[config.mk]
export PLATFORM = sky130hd
export DESIGN_NAME = dual_port_adapter
export DESIGN_NICKNAME = d
export VERILOG_FILES = /design/src/rtl/pxa_pkg.sv /design/src/rtl/pxa_sync.sv /design/src/rtl/pxa_port.sv /design/src/rtl/dual_port_adapter.sv
export SDC_FILE = /design/constraint.sdc
export NUM_CORES = 1
export LEC_CHECK = 0
export BUFFER_PORTS_ARGS = -buffer_cell sky130_fd_sc_hd__clkbuf_2
export CAP_MARGIN = 10
export CORE_ASPECT_RATIO = 1.1
export CORE_MARGIN = 8
export CORE_UTILIZATION = 40
export DETAILED_ROUTE_END_ITERATION = 16
export PLACE_DENSITY = 0.67
export REMOVE_ABC_BUFFERS = 1
export SYNTH_ARGS = -nofsm -noshare
export SYNTH_HDL_FRONTEND = slang
export SYNTH_SLANG_ARGS = --single-unit
export TNS_END_PERCENT = 50
[constraint.sdc]
create_clock -name clk -period 2.5 [get_ports clk]
set_clock_uncertainty 0.05 [all_clocks]
set_input_delay 0.5 -clock clk [delete_from_list [all_inputs] [get_ports clk]]
set_output_delay 0.5 -clock clk [all_outputs]
set_load 0.02 [all_outputs]
[src/rtl/pxa_pkg.sv]
package pxa_pkg;

    localparam int BUS_W = 8;

    // control register field positions
    localparam int CTL_IRQ_EN  = 0;
    localparam int CTL_H1_RISE = 1;
    localparam int CTL_DATA    = 2;
    localparam int CTL_H2_LVL  = 3;
    localparam int CTL_H2_RISE = 4;
    localparam int CTL_H2_OUT  = 5;
    localparam int CFG_W       = 6;

    typedef enum logic [1:0] {
        SEL_A_SHARED = 2'b00,
        SEL_A_CTL    = 2'b01,
        SEL_B_SHARED = 2'b10,
        SEL_B_CTL    = 2'b11
    } reg_sel_e;

    typedef struct packed {
        logic [BUS_W-1:0] dir;
        logic [BUS_W-1:0] lat;
        logic [CFG_W-1:0] cfg;
        logic             flag1;
        logic             flag2;
        logic             h1_prev;
        logic             h2_prev;
    } port_state_t;

endpackage

[src/rtl/pxa_sync.sv]
module pxa_sync #(
    parameter int WIDTH  = 8,
    parameter int STAGES = 2
) (
    input  logic             clk,
    input  logic             rst_n,
    input  logic [WIDTH-1:0] din,
    output logic [WIDTH-1:0] dout
);
    logic [STAGES-1:0][WIDTH-1:0] stage_d, stage_q;

    always_comb begin
        stage_d[0] = din;
        for (int i = 1; i < STAGES; i++) begin
            stage_d[i] = stage_q[i-1];
        end
    end

    always_ff @(posedge clk or negedge rst_n) begin
        if (!rst_n) stage_q <= '0;
        else        stage_q <= stage_d;
    end

    assign dout = stage_q[STAGES-1];

endmodule

[src/rtl/pxa_port.sv]
module pxa_port
    import pxa_pkg::*;
#(
    parameter int SYNC_STAGES = 2
) (
    input  logic             clk,
    input  logic             rst_n,
    input  logic             wr_shared,
    input  logic             wr_ctl,
    input  logic             rd_shared,
    input  logic [BUS_W-1:0] wdata,
    input  logic [BUS_W-1:0] pin_in,
    input  logic             hs1_in,
    input  logic             hs2_in,
    output logic [BUS_W-1:0] pin_out,
    output logic [BUS_W-1:0] pin_oe,
    output logic             hs2_out,
    output logic             hs2_oe,
    output logic             irq_n,
    output logic [BUS_W-1:0] shared_rdata,
    output logic [BUS_W-1:0] ctl_rdata
);
    port_state_t      st_d, st_q;
    logic [BUS_W-1:0] pin_s;
    logic             h1_s, h2_s;
    logic             h1_hit, h2_hit, rd_clear;

    pxa_sync #(.WIDTH(BUS_W), .STAGES(SYNC_STAGES)) u_pin_sync (
        .clk(clk), .rst_n(rst_n), .din(pin_in), .dout(pin_s)
    );

    pxa_sync #(.WIDTH(2), .STAGES(SYNC_STAGES)) u_hs_sync (
        .clk(clk), .rst_n(rst_n), .din({hs2_in, hs1_in}), .dout({h2_s, h1_s})
    );

    always_comb begin
        st_d     = st_q;
        h1_hit   = st_q.cfg[CTL_H1_RISE] ? (h1_s & ~st_q.h1_prev)
                                         : (~h1_s & st_q.h1_prev);
        h2_hit   = ~st_q.cfg[CTL_H2_OUT] & st_q.cfg[CTL_H2_LVL] &
                   (st_q.cfg[CTL_H2_RISE] ? (h2_s & ~st_q.h2_prev)
                                          : (~h2_s & st_q.h2_prev));
        rd_clear = rd_shared & st_q.cfg[CTL_DATA];

        st_d.flag1 = h1_hit | (st_q.flag1 & ~rd_clear);
        st_d.flag2 = h2_hit | (st_q.flag2 & ~rd_clear);

        if (wr_shared) begin
            if (st_q.cfg[CTL_DATA]) st_d.lat = wdata;
            else                    st_d.dir = wdata;
        end
        if (wr_ctl) st_d.cfg = wdata[CFG_W-1:0];

        st_d.h1_prev = h1_s;
        st_d.h2_prev = h2_s;
    end

    always_ff @(posedge clk or negedge rst_n) begin
        if (!rst_n) st_q <= '0;
        else        st_q <= st_d;
    end

    assign pin_out      = st_q.lat;
    assign pin_oe       = st_q.dir;
    assign hs2_oe       = st_q.cfg[CTL_H2_OUT];
    assign hs2_out      = st_q.cfg[CTL_H2_OUT] & st_q.cfg[CTL_H2_LVL];
    assign irq_n        = ~(st_q.cfg[CTL_IRQ_EN] & (st_q.flag1 | st_q.flag2));
    assign shared_rdata = st_q.cfg[CTL_DATA] ? ((st_q.lat & st_q.dir) | (pin_s & ~st_q.dir))
                                             : st_q.dir;
    assign ctl_rdata    = {st_q.flag1, st_q.flag2, st_q.cfg};

    // a clearing read with no new edge leaves both flags low
    a_r10_read_clears: assert property (@(posedge clk) disable iff (!rst_n)
        (rd_shared && st_q.cfg[CTL_DATA] && !h1_hit && !h2_hit) |=> (!st_q.flag1 && !st_q.flag2));

    // an edge coinciding with the clearing read wins
    a_r10_edge_beats_clear: assert property (@(posedge clk) disable iff (!rst_n)
        (rd_shared && h1_hit) |=> st_q.flag1);

    // flag 2 never rises while line 2 is an output
    a_r8_no_flag2_as_output: assert property (@(posedge clk) disable iff (!rst_n)
        $rose(st_q.flag2) |-> !$past(st_q.cfg[CTL_H2_OUT]));

    // control writes do not disturb a set flag
    a_r9_flag_survives_ctl_write: assert property (@(posedge clk) disable iff (!rst_n)
        (wr_ctl && st_q.flag1 && !rd_shared) |=> st_q.flag1);

    // a direction write leaves the latch untouched
    a_r3_dir_write_keeps_latch: assert property (@(posedge clk) disable iff (!rst_n)
        (wr_shared && !st_q.cfg[CTL_DATA]) |=> $stable(st_q.lat));

endmodule

[src/rtl/dual_port_adapter.sv]
module dual_port_adapter
    import pxa_pkg::*;
#(
    parameter int SYNC_STAGES = 2
) (
    input  logic             clk,
    input  logic             rst_n,
    input  logic             cs_hi_a,
    input  logic             cs_hi_b,
    input  logic             cs_lo_n,
    input  logic [1:0]       reg_sel,
    input  logic             bus_wr,
    input  logic             bus_rd,
    input  logic [BUS_W-1:0] bus_wdata,
    output logic [BUS_W-1:0] bus_rdata,
    input  logic [BUS_W-1:0] a_pin_in,
    output logic [BUS_W-1:0] a_pin_out,
    output logic [BUS_W-1:0] a_pin_oe,
    input  logic             a_hs1,
    input  logic             a_hs2_in,
    output logic             a_hs2_out,
    output logic             a_hs2_oe,
    output logic             a_irq_n,
    input  logic [BUS_W-1:0] b_pin_in,
    output logic [BUS_W-1:0] b_pin_out,
    output logic [BUS_W-1:0] b_pin_oe,
    input  logic             b_hs1,
    input  logic             b_hs2_in,
    output logic             b_hs2_out,
    output logic             b_hs2_oe,
    output logic             b_irq_n
);
    localparam int NPORT = 2;

    logic                             selected;
    logic [NPORT-1:0][BUS_W-1:0]      pin_in_v, pin_out_v, pin_oe_v, sh_rd_v, ctl_rd_v;
    logic [NPORT-1:0]                 hs1_v, hs2_in_v, hs2_out_v, hs2_oe_v, irq_v;
    logic [NPORT-1:0]                 wr_sh_v, wr_ctl_v, rd_sh_v;
    logic [BUS_W-1:0]                 rd_d, rd_q;

    assign selected = cs_hi_a & cs_hi_b & ~cs_lo_n;

    assign pin_in_v = {b_pin_in, a_pin_in};
    assign hs1_v    = {b_hs1, a_hs1};
    assign hs2_in_v = {b_hs2_in, a_hs2_in};

    generate
        for (genvar p = 0; p < NPORT; p++) begin : g_port
            localparam logic [1:0] SH_ADDR  = 2'(2 * p);
            localparam logic [1:0] CTL_ADDR = 2'(2 * p + 1);

            assign wr_sh_v[p]  = selected & bus_wr & (reg_sel == SH_ADDR);
            assign wr_ctl_v[p] = selected & bus_wr & (reg_sel == CTL_ADDR);
            assign rd_sh_v[p]  = selected & bus_rd & (reg_sel == SH_ADDR);

            pxa_port #(.SYNC_STAGES(SYNC_STAGES)) u_port (
                .clk          (clk),
                .rst_n        (rst_n),
                .wr_shared    (wr_sh_v[p]),
                .wr_ctl       (wr_ctl_v[p]),
                .rd_shared    (rd_sh_v[p]),
                .wdata        (bus_wdata),
                .pin_in       (pin_in_v[p]),
                .hs1_in       (hs1_v[p]),
                .hs2_in       (hs2_in_v[p]),
                .pin_out      (pin_out_v[p]),
                .pin_oe       (pin_oe_v[p]),
                .hs2_out      (hs2_out_v[p]),
                .hs2_oe       (hs2_oe_v[p]),
                .irq_n        (irq_v[p]),
                .shared_rdata (sh_rd_v[p]),
                .ctl_rdata    (ctl_rd_v[p])
            );
        end
    endgenerate

    always_comb begin
        rd_d = rd_q;
        if (selected && bus_rd) begin
            case (reg_sel_e'(reg_sel))
                SEL_A_SHARED: rd_d = sh_rd_v[0];
                SEL_A_CTL:    rd_d = ctl_rd_v[0];
                SEL_B_SHARED: rd_d = sh_rd_v[1];
                default:      rd_d = ctl_rd_v[1];
            endcase
        end
    end

    always_ff @(posedge clk or negedge rst_n) begin
        if (!rst_n) rd_q <= '0;
        else        rd_q <= rd_d;
    end

    assign bus_rdata = rd_q;
    assign a_pin_out = pin_out_v[0];
    assign a_pin_oe  = pin_oe_v[0];
    assign a_hs2_out = hs2_out_v[0];
    assign a_hs2_oe  = hs2_oe_v[0];
    assign a_irq_n   = irq_v[0];
    assign b_pin_out = pin_out_v[1];
    assign b_pin_oe  = pin_oe_v[1];
    assign b_hs2_out = hs2_out_v[1];
    assign b_hs2_oe  = hs2_oe_v[1];
    assign b_irq_n   = irq_v[1];

    // without a selected read the read register holds
    a_r1_rdata_holds: assert property (@(posedge clk) disable iff (!rst_n)
        !(selected && bus_rd) |=> $stable(bus_rdata));

    // a deselected cycle changes no pin configuration
    a_r1_deselect_no_config: assert property (@(posedge clk) disable iff (!rst_n)
        !selected |=> ($stable(a_pin_oe) && $stable(b_pin_oe) && $stable(a_pin_out) && $stable(b_pin_out)));

endmodule

[Word-level counts from Yosys, hierarchy flattened]
Index checks and enable logic that the tools add are counted.
Word-level totals
  output and inout bits: 46
  logic and storage cells: 102
  flip-flop bits (word level): 100
  input bits: 37
Operators by class
  equal/unequal tests: 3
  reductions and logical operators: 6
  bitwise gates (word level): 63
  muxes and demuxes: 7
Operator list (count)
  $and A1 B1 Y1: 32
  $and A8 B8 Y8: 4
  $pmux W8 S3: 1
  $not A1 Y1: 17
  $mux W8: 2
  $not A8 Y8: 2
  $or A8 B8 Y8: 2
  $reduce_and A2 Y1: 4
  $or A1 B1 Y1: 6
  $eq A2 B2 Y1 const B: 2
  $mux W1: 4
  $eq A2 B1 Y1 const B: 1
  $logic_not A2 Y1: 1
  $logic_and A1 B1 Y1: 1

[Logic depth before layout (Yosys ltp)]
Gate-level depths: netlist (run 1).
  depth after elaboration: 8
  depth in mapped cells: 6
  mapped depth without buffers: 4

[Hierarchy]
A second synthesis (run 1) with hierarchy kept.
Second synthesis, totals
  cells, all modules: 307
  area, all modules: 4155.2 um2
By module, submodules not included
  pxa_port: area an instance 1298.7 um2, instances 2, cells an instance 115, sequential area each 650.6 um2
  pxa_sync (g_port[0].u_port.u_pin_sync ...): area an instance 400.4 um2, instances 2, cells an instance 16, sequential area each 400.4 um2
  dual_port_adapter: area an instance 556.8 um2, instances 1, cells an instance 37, sequential area each 200.2 um2
  pxa_sync (g_port[0].u_port.u_hs_sync ...): area an instance 100.1 um2, instances 2, cells an instance 4, sequential area each 100.1 um2

[Worst setup path before layout (run 1)]
No wires, ideal clock.
  path type: input port to flip-flop
  start: input port cs_lo_n
  end: register g_port[0].u_port.st_q (netlist bit g_port[0].u_port.pin_oe[0])
  data arrival time: 1669 ps
  required time: 2325 ps
  library setup time: 125 ps
  setup slack: 656 ps
  stages: 5
  path buffers: 1
  cells stage by stage: and3b_1 > nand2_1 > or3_1 > buf_4 > mux2_4
On the way
  word-level cells in the longest chain between the ends: 5
Ends and longest elaborated chain
  from (decl): line dual_port_adapter.sv:10  | input logic cs_lo_n,
  $not A1 Y1: line dual_port_adapter.sv:41  | assign selected = cs_hi_a & cs_hi_b & ~cs_lo_n;
  $and A1 B1 Y1: line dual_port_adapter.sv:41
  $and A1 B1 Y1 (2 in a row): line dual_port_adapter.sv:52  | assign wr_sh_v[p] = selected & bus_wr & (reg_sel == SH_ADDR);
  $reduce_and A2 Y1 (no line)
  to (signal assigned): line pxa_port.sv:60  | else st_q <= st_d;
  to (decl): line pxa_port.sv:23  | port_state_t st_d, st_q;
No other way between the ends.
A chain may end at the register's enable or synchronous reset.

[Worst setup path after layout (run 1)]
  start: register g_port[1].u_port.st_q (netlist bit g_port[1].u_port.ctl_rdata[2])
  end: register g_port[1].u_port.st_q (netlist bit g_port[1].u_port.pin_out[1])
On the way
  word-level cells in the longest chain between the ends: 1
Ends and longest elaborated chain (line)
  from (decl): pxa_port.sv:23
  from (signal assigned): pxa_port.sv:60
  $reduce_and A2 Y1 (no line)
No other way between the ends.

==> impl_metrics.csv, run 1 <==
group,metric,value,unit
status,run_status,"finished, final reports clean",
layout,drive_gt1_frac,0.406,
grt,grt.overflow.total,0,
layout,antenna_cells,0,
synth,synth_seq_cells,100,
clocking,postCtsSetupBuffers,0,
grt,grt_usage,0.145,
timing,tightestPinTransition,0.753,ns
synth,muxShareOfSynthArea,0.130,
timing,setup-tns-final,0,ns
pwr,p_leak,2.22,nW
clocking,cts_tree,"yes",
synth,ys.flop_type,"dfrtp_1",
pwr,total_power,3.59,mW
placed_design,gp_congestion,0.782,
detailed_routing,via_per_inst,5.11,
timing,slew_violations,0,
floorplanning,fp.coreArea,9840,um^2
clocking,cts_made_buffers,9,
critical_path,crit_buf_inv,1,
synth,async_flop_share,1.00,
synth,synth_area,4030,um^2
placed_design,dpl.hpwl,6790,um
timing,period_needed,2.03,ns
layout,nets,404,
synth,synth_top_area_share,0.621,
floorplanning,initial_core_util,0.409,
detailed_routing,drtIter0Drc,99,
floorplanning,die_area,13500,um^2
synth,syn-instance-count,308,
critical_path,arrival,2.23,ns
pwr,ir_drop,277,uV
floorplanning,io_pins,83,
synth,synthXorXnorAreaFrac,0,
synth,synth_edf_count,0,
detailed_routing,vias,2512,
layout,final_common_cell,"dfrtp_1",
floorplanning,die_w,112,um
layout,final_cell_mix,"dfrtp_1 (100), clkbuf_2 (81), mux2_2 (35)",
timing,timing.final.ws_setup,0.471,ns
synth,synthAdderAreaFrac,0,
clocking,htree_num_levels,3,
grt,grt_pass1_vias,2730,
timing,hold_viol,0,
timing,fin_crit_sh,0.812,
critical_path,path_delay_family,"flip-flops",
synth,synth_simple_gate_area_frac,0.0671,
synth,synth_top_family_by_area,"multiplexers",
critical_path,path_cells,"inv_1, nor3_4, mux2_2",
placed_design,port_buffers,82,
critical_path,crit_fanout,19,
layout,layout.area.seq,2500,um^2
clocking,clk_latency,0.37,ns
floorplanning,num_rows,38,
timing,setup_viol,0,
grt,grt_pass1_wl,15000,um
worst_hold_path,hold_path_class,"in2reg",
synth,synth_top_cell_by_area,"dfrtp_1",
critical_path,worst_setup_path_end_kind,"flop",
critical_path,reg2reg_slack,0.47,ns
floorplanning,die_h,121,um
clocking,ctsLongestPathBuffers,2,
detailed_routing,ant_nets,0,
synth,synth.distinct_cells,30,
clocking,path_clk_slew,0.09,ns
critical_path,required,2.70,ns
clocking,cts.sinks,100,
layout,synthToLayoutAreaGrowth,13.2,%
timing,slew_headroom,0.498,
synth,yosys-top-cells-area,"dfrtp_1 (62%), mux2_2 (9.8%), buf_4 (6.2%), mux2_4 (3.0%), o21ai_0 (2.2%)",
placed_design,place_ws,0.219,ns
detailed_routing,wl,9320,um
synth,yosysWarnings,0,
clocking,postCtsResizedCells,0,
timing,grt_setup_unrepaired,"no",
detailed_routing,post_drt_wl_per_cell,18.9,um
synth,synth_compound_area_frac,0.0985,
critical_path,path_class,"reg2reg",
layout,multi_input_area,1190,um^2
critical_path,startpoint_type,"flop",
layout,fill_cells,875,
synth,syn_avg_cell_area,13.1,um^2
critical_path,slowest_delay,0.75,ns
pwr,cellPowerDensity,788,nW/um^2
timing,fmax,493,MHz
clocking,cts_hold_buf,1,
clocking,cts-root-buf,"clkbuf_8",
detailed_routing,dr.pass1.iters,4,
grt,antenna_found_initial,0,
critical_path,slowest_stage,"dfrtp_1",
detailed_routing,drc_errors,0,
grt,grt_max_degree,53,
run,drv_cap,0,
synth,ys_seq_area_frac,0.621,
cells in the mapped netlist, types with 2 or more instances:
cell type,count
and3b_1,9
inv_1,11
a221o_1,2
a311oi_1,7
o22ai_1,7
nor2_1,10
nand4_1,2
buf_2,5
o31ai_1,8
buf_4,33
o21ai_0,18
a32o_1,2
or3_1,3
nand2_1,17
clkbuf_1,4
mux2_2,35
and2_1,2
mux2_4,8
a21oi_1,15
dfrtp_1,100
stage by stage:
step                 util  std cells  instance area [um^2]  hold WS (ns)
floorplan               -        265                  3740         0.154
global placement    0.444        475                  4370         0.283
detailed placement  0.444        475                  4370         0.285
CTS                 0.463        492                  4560         0.171
global route        0.463        492                  4560         0.173
finish              0.463        492                  4560         0.183
final cells by class:
type | instances | area share
repair buffers | 91 | 0.109
clock buffers | 10 | 0.0302
multi-input cells | 154 | 0.262
flip-flops and latches | 100 | 0.549
inverters | 11 | 0.00906
clock inverters | 6 | 0.00878
well taps | 120 | 0.0329
kinds of logic after synthesis:
logic type | Yosys count
AOI/OAI and AO/OA | 62
and+or+nand+nor | 48
muxes | 44
DFF | 100
buffers and inverters | 54
metal layers:
| layer | track usage | routed length [um] |
|---|---|---|
| met1 | 0.183 | 4160 |
| met2 | 0.231 | 4530 |
| met3 | 0.0343 | 423 |
| met4 | 0.0676 | 205 |
| met5 | 0 | 0 |
registers in the layout, indices dropped and copies added (netlist names):
| signal | flops |
|---|---|
| g_port.u_port.st_q | 4 |
| g_port.u_port.pin_out | 16 |
| bus_rdata | 8 |
| g_port.u_port.u_hs_sync.dout | 4 |
| g_port.u_port.pin_oe | 16 |
| g_port.u_port.u_hs_sync.stage_d | 4 |
| g_port.u_port.u_pin_sync.dout | 16 |
| g_port.u_port.ctl_rdata | 16 |
| g_port.u_port.u_pin_sync.stage_d | 16 |
path summary, 6_finish.rpt:
path | startpoint | endpoint | cells after the start
hold / removal | b_pin_in[4] | g_port[1].u_port.u_pin_sync.stage_d[12]$_DFF_PN0_ | 1
max in group asynchronous | rst_n | g_port[0].u_port.u_pin_sync.dout[1]$_DFF_PN0_ | 3
hold reg to reg | g_port[1].u_port.u_pin_sync.stage_d[13]$_DFF_PN0_ | g_port[1].u_port.u_pin_sync.dout[5]$_DFF_PN0_ | 0
min in group asynchronous | rst_n | g_port[1].u_port.u_pin_sync.stage_d[12]$_DFF_PN0_ | 2
setup reg to reg | g_port[1].u_port.ctl_rdata[2]$_DFFE_PN0P_ | g_port[1].u_port.pin_out[1]$_DFFE_PN0P_ | 3
setup / recovery | g_port[1].u_port.ctl_rdata[2]$_DFFE_PN0P_ | g_port[1].u_port.pin_out[1]$_DFFE_PN0P_ | 3
where the power goes:
group | internal (mW) | switching (mW) | leakage [nW]
Combinational | 0.284 | 0.385 | 0.895
Sequential | 1.81 | 0.187 | 1.23
Clock | 0.387 | 0.545 | 0.0920
Total | 2.48 | 1.12 | 2.22
Power figures use the tool's default switching activity.
==> run 2, diff against run 1 <==
Settings changed: PLACE_DENSITY 0.67 to 0.7.
Clock period 2.5 ns to 1.7 ns, I/O delays scaled along.
==> run 2 against run 1 <==
Against the previous run:
- sequential cell count is the same
- first-iteration DRC count grew 32%
- count of clock-buffer cells in the layout grew 2
- critical path depth shrank 1
- worst hold slack lost 0.16 ns
- non-clock buffer count grew 17
- power grew 57%
- combinational power grew 60%
- sequential share of layout area shrank 2.0 points
- global-route usage grew 0.25 points
- register-to-register slack lost 0.31 ns
- utilization grew 1.8 points
- largest cell class unchanged
- largest power group unchanged
==> impl_metrics.csv, run 2 (same netlist as run 1, synthesis figures left out) <==
group,metric,value,unit
critical_path,worstSetupEndpoint,"a_irq_n",
detailed_routing,vias,2573,
clocking,cts_made_buffers,9,
detailed_routing,drc_errors,0,
critical_path,reg2reg_slack,0.16,ns
placed_design,dpl.hpwl,6950,um
timing,slew_headroom,0.641,
clocking,htree_num_levels,3,
floorplanning,initial_core_util,0.409,
detailed_routing,post_drt_wl_per_cell,18.4,um
timing,hold_viol,0,
clocking,cts-root-buf,"clkbuf_8",
worst_hold_path,hold_path_class,"in2reg",
layout,final_cell_mix,"dfrtp_1 (100), clkbuf_2 (81), mux2_2 (35)",
placed_design,place_ws,-0.124,ns
pwr,cellPowerDensity,1190,nW/um^2
timing,hold_ws,0.0249,ns
critical_path,regToRegEndpoint,"g_port[1].u_port.pin_oe[0]$_DFFE_PN0P_",
floorplanning,die_w,112,um
critical_path,r2r_start,"g_port[1].u_port.ctl_rdata[2]$_DFFE_PN0P_",
timing,setup_viol,0,
placed_design,port_buffers,82,
layout,antenna_cells,0,
critical_path,slowest_stage,"dfrtp_1",
layout,drive_gt1_frac,0.428,
pwr,p_leak,2.32,nW
critical_path,path_cells,"o21ai_1, clkbuf_2",
timing,fin_crit_sh,0.943,
critical_path,path_class,"reg2out",
grt,grt_pass1_vias,2809,
floorplanning,die_area,13500,um^2
critical_path,startpoint_type,"flop",
detailed_routing,dr.pass1.iters,4,
layout,fill_cells,910,
critical_path,crit_fanout,3,
critical_path,worst_setup_path_end_kind,"primary output",
grt,grt.overflow.total,0,
timing,tightestPinTransition,0.539,ns
critical_path,startpoint,"g_port[0].u_port.ctl_rdata[7]$_DFF_PN0_",
status,run_status,"finished, final reports clean",
placed_design,dpl_cell_area,4500,um^2
detailed_routing,via_per_inst,5.06,
timing,grt_setup_unrepaired,"no",
floorplanning,fp.coreArea,9840,um^2
placed_design,gp_congestion,0.820,
grt,grt_pass1_wl,15100,um
timing,period_needed,1.60,ns
pwr,ir_drop,546,uV
detailed_routing,ant_nets,0,
layout,synthToLayoutAreaGrowth,17.5,%
clocking,ctsLongestPathBuffers,2,
floorplanning,io_pins,83,
grt,grt_max_degree,101,
critical_path,reg2reg_depth,2,
detailed_routing,drtIter0Drc,131,
clocking,cts_tree,"yes",
grt,antenna_found_initial,0,
floorplanning,num_rows,38,
layout,stdcell_area,4730,um^2
clocking,clk_latency,0.36,ns
floorplanning,die_h,121,um
clocking,path_clk_slew,0.09,ns
layout,nets,421,
grt,grt_usage,0.147,
layout,final_common_cell,"dfrtp_1",
timing,fmax,624,MHz
clocking,cts.sinks,100,
critical_path,required,1.31,ns
critical_path,arrival,1.21,ns
timing,timing.final.ws_setup,0.0967,ns
run,drv_cap,0,
critical_path,slowest_delay,0.42,ns
timing,slew_violations,0,
detailed_routing,wl,9350,um
[run 2: worst min-delay path by stage]
| stage | start | to | slack [ns] | cells after the start |
|---|---|---|---|---|
| 6_report | a_hs2_in | g_port[0].u_port.u_hs_sync.stage_d[3]$_DFF_PN0_ | 0.02 | 1 |
| 4_1_cts | a_hs2_in | g_port[0].u_port.u_hs_sync.stage_d[3]$_DFF_PN0_ | 0.0002 | 1 |
| 5_1_grt | a_hs2_in | g_port[0].u_port.u_hs_sync.stage_d[3]$_DFF_PN0_ | 0.002 | 1 |
| 3_3_place_gp | g_port[0].u_port.u_hs_sync.stage_d[2]$_DFF_PN0_ | g_port[0].u_port.u_hs_sync.dout[0]$_DFF_PN0_ | 0.28 | 0 |
| 2_1_floorplan | rst_n | bus_rdata[0]$_DFFE_PN0N_ | -0.006 | 0 |
| 3_5_place_dp | g_port[0].u_port.u_pin_sync.stage_d[13]$_DFF_PN0_ | g_port[0].u_port.u_pin_sync.dout[5]$_DFF_PN0_ | 0.28 | 0 |
[run 2: stage by stage]
stage	setup TNS (ns)	util	instances	power [mW]
after floorplan	-0.488	-	265	3.49
after global placement	-1.07	0.457	492	3.99
after detailed placement	-1.92	0.457	492	4.02
after CTS	0	0.481	508	5.71
after global routing	0	0.481	508	5.93
final	0	0.481	508	5.63
[run 2: timing repair]
action	CTS	global route
setup endpoints to repair	1	0
hold endpoints to repair	82	0
setup buffers	0	0
hold buffers	1	0
gates resized for setup	1	0
[run 2: where the power goes]
part,internal (mW),switching [mW]
registers,2.66,0.227
logic,0.450,0.620
clock network,0.908,0.768
[run 2: layout make-up]
class | instances | area [um^2] | area share
Multi-Input combinational cell | 154 | 1190 | 0.252
Clock inverter | 3 | 68.8 | 0.0145
Timing Repair Buffer | 108 | 623 | 0.132
Tap cell | 120 | 150 | 0.0317
Clock buffer | 12 | 155 | 0.0328
Sequential cell | 100 | 2500 | 0.529
Inverter | 11 | 41.3 | 0.00872
[run 2: critical path: cells and delay by family (launching register included)]
family | cells | cell delay [ns]
AOI/OAI and AO/OA | 1 | 0.22
buffers and inverters | 1 | 0.21
DFF | 1 | 0.42
[run 2: layer usage]
layer | track usage | vias to the layer above | part of all wire
li1 | - | 1206 | -
met5 | 0 | - | 0
met3 | 0.0398 | 15 | 0.055
met4 | 0.0701 | 0 | 0.021
met2 | 0.249 | 71 | 0.49
met1 | 0.171 | 1281 | 0.43
